==> src/rtl/residency_pkg.sv <==
package residency_pkg;

  // Strobes passed from the control decode to the datapath
  typedef struct packed {
    logic incEn;    // qualified timer tick: add one to the count
    logic snapEn;   // capture the count into the read register
    logic modeWr;   // load the residency-mode bit
    logic modeVal;  // value for the residency-mode bit
  } resStrobes_t;

endpackage

==> src/rtl/residency_ctrl.sv <==
module residency_ctrl
  import residency_pkg::*;
(
  input  logic        tmrTick,
  input  logic        cpuStopped,
  input  logic        rdStrobe,
  input  logic        cfgWrEn,
  input  logic        cfgWrData,
  output resStrobes_t strb
);

  always_comb begin
    strb         = '0;
    // a tick counts only while the processor is stopped
    strb.incEn   = tmrTick & cpuStopped;
    strb.snapEn  = rdStrobe;
    strb.modeWr  = cfgWrEn;
    strb.modeVal = cfgWrData;
  end

endmodule

==> src/rtl/residency_dp.sv <==
module residency_dp
  import residency_pkg::*;
#(
  parameter int CNT_W = 24,
  parameter int REG_W = 32
) (
  input  logic             clk,
  input  logic             rstN,
  input  resStrobes_t      strb,
  output logic [REG_W-1:0] rdData,
  output logic             modeQ
);

  localparam int PAD_W = REG_W - CNT_W;
  localparam logic [CNT_W-1:0] ONE = CNT_W'(1);

  logic [CNT_W-1:0] cntQ;
  logic [CNT_W-1:0] snapQ;

  // Residency count: wraps modulo 2^CNT_W, cleared only by hardware reset
  always_ff @(posedge clk) begin
    if (!rstN)           cntQ <= '0;
    else if (strb.incEn) cntQ <= cntQ + ONE;
  end

  // Read snapshot: takes the pre-increment value so a read is coherent
  always_ff @(posedge clk) begin
    if (!rstN)            snapQ <= '0;
    else if (strb.snapEn) snapQ <= cntQ;
  end

  always_ff @(posedge clk) begin
    if (!rstN)            modeQ <= 1'b0;
    else if (strb.modeWr) modeQ <= strb.modeVal;
  end

  generate
    if (PAD_W > 0) begin : g_pad
      assign rdData = {{PAD_W{1'b0}}, snapQ};
    end else begin : g_nopad
      assign rdData = snapQ[REG_W-1:0];
    end
  endgenerate


  cnt_step_chk: assert property (@(posedge clk) disable iff (!rstN)
    strb.incEn |=> cntQ == $past(cntQ) + ONE);


  cnt_hold_chk: assert property (@(posedge clk) disable iff (!rstN)
    !strb.incEn |=> $stable(cntQ));


  snap_take_chk: assert property (@(posedge clk) disable iff (!rstN)
    strb.snapEn |=> snapQ == $past(cntQ));


  snap_hold_chk: assert property (@(posedge clk) disable iff (!rstN)
    !strb.snapEn |=> $stable(snapQ));


  mode_hold_chk: assert property (@(posedge clk) disable iff (!rstN)
    !strb.modeWr |=> $stable(modeQ));

endmodule

==> src/rtl/deep_sleep_residency.sv <==
module deep_sleep_residency
  import residency_pkg::*;
#(
  parameter int CNT_W = 24,
  parameter int REG_W = 32
) (
  input  logic             clk,
  input  logic             rstN,
  input  logic             tmrTick,
  input  logic             cpuStopped,
  input  logic             rdStrobe,
  output logic [REG_W-1:0] rdData,
  input  logic             cfgWrEn,
  input  logic             cfgWrData,
  output logic             residencyMode
);

  resStrobes_t strb;

  residency_ctrl u_ctrl (
    .tmrTick   (tmrTick),
    .cpuStopped(cpuStopped),
    .rdStrobe  (rdStrobe),
    .cfgWrEn   (cfgWrEn),
    .cfgWrData (cfgWrData),
    .strb      (strb)
  );

  residency_dp #(.CNT_W(CNT_W), .REG_W(REG_W)) u_dp (
    .clk   (clk),
    .rstN  (rstN),
    .strb  (strb),
    .rdData(rdData),
    .modeQ (residencyMode)
  );

endmodule

==> config.mk <==
export PLATFORM = sky130hd
export DESIGN_NAME = deep_sleep_residency
export DESIGN_NICKNAME = d
export VERILOG_FILES = /design/src/rtl/residency_pkg.sv /design/src/rtl/residency_ctrl.sv /design/src/rtl/residency_dp.sv /design/src/rtl/deep_sleep_residency.sv
export SDC_FILE = /design/constraint.sdc
export NUM_CORES = 1
export LEC_CHECK = 0
export BUFFER_PORTS_ARGS = -buffer_cell sky130_fd_sc_hd__buf_4
export CAP_MARGIN = 20
export CORE_ASPECT_RATIO = 1.1
export CORE_MARGIN = 4
export CORE_UTILIZATION = 55
export DETAILED_ROUTE_END_ITERATION = 16
export PLACE_DENSITY = 0.76
export RECOVER_POWER = 100
export SETUP_SLACK_MARGIN = 0.4
export SLEW_MARGIN = 20
export SYNTH_ARGS = -nofsm -noshare
export SYNTH_HDL_FRONTEND = slang
export SYNTH_SLANG_ARGS = --single-unit
==> constraint.sdc <==
create_clock -name clk -period 3.7 [get_ports clk]
set_input_delay 0.555 -clock clk [delete_from_list [all_inputs] [get_ports clk]]
set_output_delay 0.555 -clock clk [all_outputs]
set_load 0.005 [all_outputs]
; ---- Word-level counts from Yosys, hierarchy flattened
; Index checks and enable logic that the tools add are counted.
[totals]
mem_bits_rw = 0
regBits = 49
mem_bits_ro = 0
in_bits = 7
mem_count = 0
wordCells = 5
output_inout_bits = 33
latchBits = 0
[op_classes]
shifts = 0
addsub = 1
muxes = 0
mul = 0
n_reduce_logical = 0
n_div = 0
magnitude_cmp = 0
n_eq_ne = 0
bitwise_logic = 1
[ops]
columns = op, count
row1 = $add 24x1->24 const B, 1
row2 = $and 1x1->1, 1

; ---- Longest topological paths before layout
; Gate-level depths: netlist of the first run.
[depth]
word_depth = 1
ltp_mapped = 6
depth_no_buf = 5

; ---- Cells and area by module
; A second synthesis of the first run with hierarchy kept.
[unflattened]
hier_cells = 224
area_unflattened_um2 = 2073.2
[by_module_without_submodules]
columns = mod, area_per_inst_um2, seq_area_each_um2, instances, cells_per_inst
row1 = residency_dp, 2044.5, 980.9, 1, 220
row2 = residency_ctrl, 28.8, 0.0, 1, 4

; ---- Worst setup path before layout of the first run
; Ideal clock, no wire load.
[synth_path]
kind = input port to flip-flop
start = input port tmrTick
end = register u_dp.cntQ[23]
path_slack_ps = 2058
t_arrival_ps = 1570
stages = 5
t_required_ps = 3628
setup_ps = 72
n_path_buf = 1
path_cell_list = and4_1 -> nand3_4 -> buf_6 -> nor4_1 -> mux2i_1
[synth_via]
elab_chain_len = 1
[synth_rtl]
columns = item, line
row1 = from (decl), deep_sleep_residency.sv:9  ; input logic tmrTick,
row2 = $and 1x1->1, residency_ctrl.sv:15  ; strb.incEn = tmrTick & cpuStopped;
row3 = to (signal assigned), residency_dp.sv:23  ; else if (strb.incEn) cntQ <= cntQ + ONE;
row4 = to (decl), residency_dp.sv:17  ; logic [CNT_W-1:0] cntQ;
; Every way passes these cells.
; A chain may end at the register's enable or synchronous reset.

; ---- Final worst setup path of the first run
[layout_path]
start = register u_dp.cntQ[3]
end = register u_dp.cntQ[19]
[layout_via]
elab_chain_len = 1
[layout_rtl]
columns = item, line
row1 = $add 24x1->24, residency_dp.sv:23
; Every way passes these cells.

==> results.yml, run 1 <==
cells_and_area:
  diodes: 0
  nFillCells: 301
  layout.nets: 249
  drive_gt1_share_pct: 14.88
  seq_area_sq_um: 980.9
  syn2layout_area_growth_pct: 11.34
  multiInputGateArea_sq_um: 939.7
floorplanning:
  num_io_pins: 40
  die_x_microns: 66.10
  die_h_microns: 71.91
  die_area_sq_mm: 0.004753
  core_sq_mm: 0.003441
  row_count: 22
  start_util_pct: 59.35
synthesis:
  netlist_area_sq_mm: 0.002042
  synthTopCellsByCount: "dfxtp_1, nor2_1, mux2i_1, a21oi_1, xor2_1"
  avgSynthCellArea_sq_um: 9.542
  yosys-top-cells-area: "dfxtp_1, mux2i_1, nor2_1"
  synth_edf_count: 0
  syn_inst: 214
  netlist.area_leader.share_pct: 48.04
  yosysMostFrequentCell: "dfxtp_1"
  ys_warn_count: 0
  synth_flop_cell: "dfxtp_1"
  seq_area_frac_synth_pct: 48.04
  yosys.area.top_type: "dfxtp_1"
  ys_async_sr_fraction_pct: 0
  synth-seq-cells: 49
  synth_cell_types: 27
timing:
  period_share_pct: 56.89
  rsz0062_at_grt: "false"
  hold_viol_final: 0
  worst_slew_pin_slew_ps: 1047
  slew_headroom_pct: 30.21
  finalMaxSlewViolations: 0
  fmax_mhz: 475.1
  period_needed_ps: 2105
  final.setup_skew_ps: 5.783
  fin_setup_tns_ps: 0
  setup_violations: 0
routing:
  drtAntennaViolNets: 0
  vias_per_cell: 5.314
  drc: 0
  first_iter_violations: 84
  drtPass1Iterations: 4
  vias: 1541
  wl_per_cell_microns: 12.22
  totalWireLength_mm: 3.545
clock_tree:
  cts_tree: "yes"
  cts_sinks: 49
  cts-hold-fix-buffers: 0
  cts_resized: 0
  htreeDepth: 2
  path_clk_slew_ps: 130
  worstSkewPairLatency_ps: 360
  cts_buffers: 5
  post_cts_buffers: 0
  cts_root_buffer: "clkbuf_4"
  clk_path_buf_depth: 2
grt:
  antenna_found_initial: 0
  overflow: 0
  grt_max_degree: 26
  grt_pass1_wl_mm: 5.996
  grt_pass1_vias: 1406
  grtUsageTotal_pct: 15.87
run_status:
  outcome: "finished, final reports clean"
placement:
  globalplace.congestion: 0.7531
  port_buffers: 31
  dp_hpwl_mm: 2.447
pwr:
  switchingPower_mw: 0.1777
  p_comb_share_pct: 4.3
  internal_power_mw: 0.6193
  switching_share_pct: 22.29
  power.total_mw: 0.7970
  p_leak_nw: 0.9348
  power_frac_seq_pct: 66.8
  ir_worst_vdd_mv: 0.2510
  powerDensity_mw_per_mm2: 350.6
  clock_power_share_pct: 28.9
worst_setup_path:
  arrival_ps: 2400
  cp-start-kind: "flop"
  cp_num_buf_inv: 0
  crit_chain: "and4_1 > nand3_1 > or4_1 > a21oi_1"
  cp_slowest_stage_delay_ps: 630
  cp_top_family: "simple AND/OR/NAND/NOR gates"
  end_kind: "flop"
  crit_type: "flop to flop"
  cp.required_ps: 3990
  slowest_stage: "or4_1"
  worstPathMaxFanout: 14
hold_path:
  min_path_type: "primary input to flop"
job:
  drv_cap: 0
-- through the flow --
step / hold WS, ps / setup WS (ps) / cell area [sq um] / util [%] / cells
6_report: 434.8 / 1595 / 2273 / 66.07 / 290
3_3_place_gp: 465.0 / 1846 / 2248 / 65.35 / 282
3_5_place_dp: 469.9 / 1805 / 2248 / 65.35 / 282
5_1_grt: 431.6 / 1424 / 2273 / 66.07 / 290
4_1_cts: 429.2 / 1837 / 2297 / 66.76 / 290
2_1_floorplan: 442.3 / 2058 / 2068 / - / 221
-- cell type report --
| type | instances | share of cell area [%] |
|---|---|---|
| Sequential cell | 49 | 43.15 |
| Multi-Input combinational cell | 149 | 41.33 |
| Timing Repair Buffer | 32 | 10.07 |
| Tap cell | 48 | 2.642 |
| Clock buffer | 8 | 2.146 |
| Inverter | 4 | 0.6604 |
-- worst register-to-register path, cell delays in order (launching register included) --
cell	delay [ps]
dfxtp_1	440
and4_1	410
nand3_1	420
or4_1	630
a21oi_1	150
-- worst paths after layout --
path,start,endpoint,slack [ps],cells past startpoint
max reg2reg,u_dp.cntQ[3],u_dp.cntQ[19],1600,4
min,cfgWrData,u_dp.modeQ,430,3
min reg2reg,u_dp.cntQ[23],u_dp.cntQ[23],490,2
max,u_dp.cntQ[3],u_dp.cntQ[19],1600,4
-- routing by layer --
metal  vias up  wire length (microns)  global-route usage [%]
met2        36                   1629                   25.36
met4         0                     42                   5.192
li1        781                      -                       -
met3         5                    234                   6.192
met1       719                   1639                   19.55
met5         -                      0                       0
-- sequential cells by signal, indices dropped and copies added, names as in the netlist --
signal and count:
u_dp.cntQ 24, u_dp.modeQ 1, u_dp.snapQ 24
-- cell families after synthesis --
| logic type | count (synthesis) | synth area share [%] |
|---|---|---|
| AOI/OAI and AO/OA | 23 | 6.495 |
| xor gates and xnor gates | 11 | 4.718 |
| adders and majority gates | 1 | 0.6126 |
| buffers and inverters | 23 | 6.617 |
| DFF | 49 | 48.04 |
| muxes | 26 | 12.75 |
| other | 1 | 0.1836 |
| and+or+nand+nor | 80 | 20.59 |
-- cells in the final DEF, fill, tap and decap left out, drive strengths merged, types with 6 or more instances in the layout --
master / synthesis / routed
xor2: 10 / 10
or4: 7 / 7
a21oi: 12 / 12
conb: 1 / 8
nand2: 10 / 10
nand3: 8 / 8
nor2: 36 / 36
dfxtp: 49 / 49
mux2i: 26 / 26
and4: 6 / 6
o31ai: 7 / 7
clkbuf: 6 / 35
-- power groups by stage --
stage                     sequential [mW]  combinational [mW]  clock, mW
after detailed placement            0.544              0.0354          0
final                               0.532              0.0342      0.230
after global routing                0.533              0.0384      0.263
after global placement              0.544              0.0355          0
after CTS                           0.533              0.0354      0.238
after floorplan                     0.544              0.0305          0
(Power assumes the default switching activity.)
==> run 2, diff against run 1 <==
--- a/config.mk
+++ b/config.mk
@@ -5,13 +5,14 @@
 export SDC_FILE = /design/constraint.sdc
 export NUM_CORES = 1
 export LEC_CHECK = 0
+export ABC_AREA = 1
 export BUFFER_PORTS_ARGS = -buffer_cell sky130_fd_sc_hd__buf_4
 export CAP_MARGIN = 20
 export CORE_ASPECT_RATIO = 1.1
 export CORE_MARGIN = 4
-export CORE_UTILIZATION = 55
+export CORE_UTILIZATION = 49
 export DETAILED_ROUTE_END_ITERATION = 16
-export PLACE_DENSITY = 0.76
+export PLACE_DENSITY = 0.7
 export RECOVER_POWER = 100
 export SETUP_SLACK_MARGIN = 0.4
 export SLEW_MARGIN = 20
==> constraint.sdc (replaced) <==
create_clock -name clk -period 1.8 [get_ports clk]
set_input_delay 0.27 -clock clk [delete_from_list [all_inputs] [get_ports clk]]
set_output_delay 0.27 -clock clk [all_outputs]
set_load 0.005 [all_outputs]
==> results.yml, run 2 <==
floorplanning:
  start_util_pct: 50.80
  die_x_microns: 71.56
  num_io_pins: 40
  die_area_sq_mm: 0.005575
  core_sq_mm: 0.004285
  row_count: 25
  die_h_microns: 77.91
synthesis:
  synth-seq-cells: 49
  ys_warn_count: 0
  synthTopCellsByCount: "nor2_1, dfxtp_1, nand2_1, o21ai_0, inv_1"
  yosys.area_share.adder_pct: 0.5747
  synthXorXnorAreaFrac_pct: 0
  yosysMostFrequentCell: "nor2_1"
  netlist_area_sq_mm: 0.002177
  netlist.area_leader.share_pct: 45.06
  syn_inst: 303
  seq_area_frac_synth_pct: 45.06
  yosys.area_share.simple_pct: 29.20
  avgSynthCellArea_sq_um: 7.185
  synth_edf_count: 0
  yosys-top-cells-area: "dfxtp_1, nor2_1, nand2_1"
  synth_top_family_by_area: "simple AND/OR/NAND/NOR gates"
  synthMuxAreaShare_pct: 0
  yosys.area.top_type: "dfxtp_1"
  synth_cell_types: 25
  synth_flop_cell: "dfxtp_1"
  synth_compound_area_share_pct: 14.71
  ys_async_sr_fraction_pct: 0
timing:
  final.setup_skew_ps: 3.951
  fin_setup_tns_ps: 0
  period_needed_ps: 1463
  slew_headroom_pct: 42.42
  finalWorstSetupSlack_ps: 336.7
  finalMaxSlewViolations: 0
  fmax_mhz: 683.4
  setup_violations: 0
  hold_viol_final: 0
  worst_slew_pin_slew_ps: 863.7
  rsz0062_at_grt: "false"
  period_share_pct: 81.30
clock_tree:
  cts-hold-fix-buffers: 0
  cts_sinks: 49
  cts_buffers: 5
  clk_path_buf_depth: 2
  cts_root_buffer: "clkbuf_8"
  worstSkewPairLatency_ps: 300
  htreeDepth: 2
  path_clk_slew_ps: 80
  cts_tree: "yes"
worst_setup_path:
  crit_type: "flop to flop"
  worstPathMaxFanout: 4
  arrival_ps: 1670
  r2r_slack_ps: 340
  cp.required_ps: 2000
  end_kind: "flop"
  cp-start-kind: "flop"
grt:
  grt_pass1_vias: 1653
  antenna_found_initial: 0
  overflow: 0
  grt_pass1_wl_mm: 7.410
  grt_max_degree: 50
  grtUsageTotal_pct: 16.69
routing:
  drtAntennaViolNets: 0
  vias: 1915
  drc: 0
  vias_per_cell: 4.923
  wl_per_cell_microns: 11.40
  totalWireLength_mm: 4.434
  drtPass1Iterations: 4
  first_iter_violations: 142
job:
  drv_cap: 0
pwr:
  powerDensity_mw_per_mm2: 784.6
  ir_worst_vdd_mv: 0.6677
  p_leak_nw: 1.091
cells_and_area:
  syn2layout_area_growth_pct: 16.26
  diodes: 0
  mostFrequentLayoutCells: "nor2_1, nand2_1, dfxtp_1, o21ai_0, inv_1"
  layout.nets: 342
  seq_area_sq_um: 984.7
  reg_top3: "u_dp.cntQ x24, u_dp.snapQ x24, u_dp.modeQ x1"
  multiInputGateArea_sq_mm: 0.001001
  nFillCells: 420
  drive_gt1_share_pct: 17.61
  final_common_cell: "nor2_1"
placement:
  dp_slack_ps: 388.6
  port_buffers: 31
  globalplace.congestion: 0.8062
  dp_hpwl_mm: 3.112
hold_path:
  min_path_type: "primary input to flop"
run_status:
  outcome: "finished, final reports clean"
==> run 2: cell type report <==
cell class / instances / area share [%]
Inverter: 34 / 5.042
Sequential cell: 49 / 38.90
Clock buffer: 7 / 3.806
Multi-Input combinational cell: 210 / 39.55
Clock inverter: 1 / 0.1977
Timing Repair Buffer: 34 / 9.837
Tap cell: 54 / 2.669
==> run 2: path summary, 6_finish.rpt <==
kind	start	endpoint	cells past startpoint
max	u_dp.cntQ[0]	u_dp.cntQ[18]	8
min	cfgWrEn	u_dp.modeQ	2
max reg2reg	u_dp.cntQ[0]	u_dp.cntQ[18]	8
min reg2reg	u_dp.cntQ[4]	u_dp.cntQ[4]	1
==> run 2: per-layer routing <==
metal / global-route usage (%) / up-vias / wire [microns]
met5: 0 / - / 0
met4: 7.143 / 0 / 78
met3: 3.886 / 6 / 169
met2: 26.29 / 30 / 2091
met1: 21.66 / 862 / 2093
li1: - / 1017 / -
==> run 2: cells by family after synthesis <==
group	after synthesis
other	1
adder cells (fa/ha/maj)	1
AO/OA/AOI/OAI	64
AND/OR/NAND/NOR	137
flip-flops	49
buffers and inverters	51
==> run 2: where the power goes <==
part	total, mW	switching (mW)	internal (mW)	leakage, nW
clock network	0.710	0.362	0.348	0.0542
logic	0.143	0.0784	0.0650	0.636
registers	1.13	0.0168	1.12	0.401
total	1.99	0.458	1.53	1.09
==> run 2: what timing repair did <==
action / CTS / global route
endpoints found under the setup margin: 4 / 8
resized for setup: 1 / 7
pin swaps: 1 / 3
gates cloned: 0 / 0
buffers inserted: 1 / 2
==> run 2: worst max-delay path, stage by stage (launching register included) <==
cell and delay [ps]:
dfxtp_2 370, ha_4 150, nand3_4 70, nor2_1 260
nand3_1 210, nor2_2 140, nand2_1 60, nand2_1 50
nor2_1 50
==> run 2: through the flow <==
step	instances	hold slack [ps]	power (mW)	instance area, sq um	util (%)
after floorplan	310	363.5	1.244	2203	-
after global placement	378	462.2	1.296	2407	56.18
final	389	145.9	1.986	2531	59.07
after detailed placement	378	467.5	1.300	2407	56.18
after global routing	389	154.7	2.083	2531	59.07
after CTS	387	137.7	2.008	2517	58.74
==> run 3, diff against run 2 <==
--- a/config.mk
+++ b/config.mk
@@ -5,14 +5,14 @@
 export SDC_FILE = /design/constraint.sdc
 export NUM_CORES = 1
 export LEC_CHECK = 0
-export ABC_AREA = 1
+export ABC_AREA = 0
 export BUFFER_PORTS_ARGS = -buffer_cell sky130_fd_sc_hd__buf_4
 export CAP_MARGIN = 20
 export CORE_ASPECT_RATIO = 1.1
 export CORE_MARGIN = 4
-export CORE_UTILIZATION = 49
+export CORE_UTILIZATION = 54
 export DETAILED_ROUTE_END_ITERATION = 16
-export PLACE_DENSITY = 0.7
+export PLACE_DENSITY = 0.74
 export RECOVER_POWER = 100
 export SETUP_SLACK_MARGIN = 0.4
 export SLEW_MARGIN = 20
==> constraint.sdc (replaced) <==
create_clock -name clk -period 1.4 [get_ports clk]
set_input_delay 0.21 -clock clk [delete_from_list [all_inputs] [get_ports clk]]
set_output_delay 0.21 -clock clk [all_outputs]
set_load 0.005 [all_outputs]
==> results.yml, run 3 (same netlist as run 1, synthesis figures left out) <==
timing:
  hold_viol_final: 0
  setup_violations: 9
  final.setup_skew_ps: 7.580
  fmax_mhz: 654.4
  rsz0062_at_grt: "true"
  period_share_pct: 109.2
  fin_setup_tns_ps: -431.9
  period_needed_ps: 1528
  finalMaxSlewViolations: 0
  finalWorstSetupSlack_ps: -128.1
clock_tree:
  cts_tree: "yes"
  cts_root_buffer: "clkbuf_8"
  clk_path_buf_depth: 2
  cts_sinks: 49
  cts_buffers: 5
  htreeDepth: 2
  cts-hold-fix-buffers: 0
  worstSkewPairLatency_ps: 300
  path_clk_slew_ps: 80
floorplanning:
  start_util_pct: 55.87
  row_count: 23
  die_x_microns: 66.63
  core_sq_mm: 0.003655
  num_io_pins: 40
  die_area_sq_mm: 0.004830
  die_h_microns: 72.50
worst_setup_path:
  end_kind: "flop"
  cp.required_ps: 1620
  cp_slowest_stage_delay_ps: 480
  crit_type: "flop to flop"
  worstPathMaxFanout: 5
  cp-start-kind: "flop"
  arrival_ps: 1750
  cp_top_family: "simple AND/OR/NAND/NOR gates"
  cp_num_buf_inv: 0
  slowest_stage: "or4_1"
  crit_chain: "ha_4 > and4_4 > nand2_4 > or4_1 > a21oi_1"
grt:
  grtUsageTotal_pct: 18.71
  overflow: 0
  grt_max_degree: 49
  antenna_found_initial: 0
  grt_pass1_wl_mm: 7.044
  grt_pass1_vias: 1613
cells_and_area:
  utilization_pct: 75.25
  diodes: 0
  nFillCells: 274
  layout.nets: 285
  multiInputGateArea_sq_mm: 0.001054
  mostFrequentLayoutCells: "buf_4, nor2_1, mux2i_1, dfxtp_2, dfxtp_1"
  reg_top3: "u_dp.cntQ x24, u_dp.snapQ x24, u_dp.modeQ x1"
  seq_area_sq_mm: 0.001012
  syn2layout_area_growth_pct: 34.68
  stdcell_count: 328
  drive_gt1_share_pct: 42.09
  final_common_cell: "buf_4"
pwr:
  ir_worst_vdd_mv: 0.8305
  powerDensity_mw_per_mm2: 835.5
  p_leak_nw: 1.181
  power.total_mw: 2.298
routing:
  totalWireLength_mm: 4.136
  drtPass1Iterations: 4
  drtAntennaViolNets: 0
  drc: 0
  vias_per_cell: 5.095
  vias: 1671
  wl_per_cell_microns: 12.61
  first_iter_violations: 81
placement:
  globalplace.congestion: 0.7477
  port_buffers: 31
  dp_hpwl_mm: 2.648
  dp_slack_ps: -100.2
  placed_cells: 311
run_status:
  outcome: "finished with violations"
  violations: "negative setup slack"
hold_path:
  min_path_type: "primary input to flop"
job:
  drv_cap: 0
[run 3: changes by cell type in the layout (fill, tap and decap cells not counted), sizes merged, moves of 6 or more]
cell and change:
o21ai -31, and4 +6, nand3 -9, buf +59
clkbuf -25, or4 +7, xor2 +10, a21oi -17
inv -29, mux2i +26, nor2 -27, o31ai +7
nand2 -42
[run 3: path summary, 6_finish.rpt]
path / cells past startpoint / end / start / slack, ps
worst max-delay path: 5 / u_dp.cntQ[16] / u_dp.cntQ[1] / -130
worst min-delay path: 3 / u_dp.modeQ / cfgWrData / 150
worst max register to register: 5 / u_dp.cntQ[16] / u_dp.cntQ[1] / -130
worst min register to register: 2 / u_dp.cntQ[23] / u_dp.cntQ[23] / 470
[run 3: cell type report]
cell class                      count  share of cell area, %
Timing Repair Buffer               67                  19.15
Multi-Input combinational cell    150                  38.31
Inverter                            4                 0.5460
Clock buffer                        8                  2.912
Sequential cell                    49                  36.81
Tap cell                           50                  2.275
[run 3: tightest hold or removal path, cell delays in order]
cell	delay, ps
buf_4	80
mux2i_1	50
nor2_1	70
[run 3: layer usage]
metal,track usage (%),vias up,share of wire [%]
met5,0,-,0
met1,23.68,773,45
met4,8.578,0,1.8
met3,5.882,8,4.8
li1,-,856,-
met2,28.96,34,48
[run 3: report_power, final]
part | switching [mW] | internal [mW] | leakage [nW]
Clock | 0.428 | 0.355 | 0.0395
Combinational | 0.0607 | 0.0472 | 0.734
Sequential | 0.00612 | 1.40 | 0.408
Total | 0.495 | 1.80 | 1.18
[run 3: stage by stage]
stage,instance area (sq um),hold slack (ps)
3_3_place_gp,2512,449.7
3_5_place_dp,2512,463.7
2_1_floorplan,2127,355.7
5_1_grt,2750,142.9
6_report,2750,148.0
4_1_cts,2661,143.1
[run 3: what timing repair did]
action | in CTS | in global routing
setup endpoints to repair | 22 | 32
pin swaps | 7 | 13
gates cloned | 1 | 0
buffers inserted | 3 | 5
resized for setup | 11 | 20
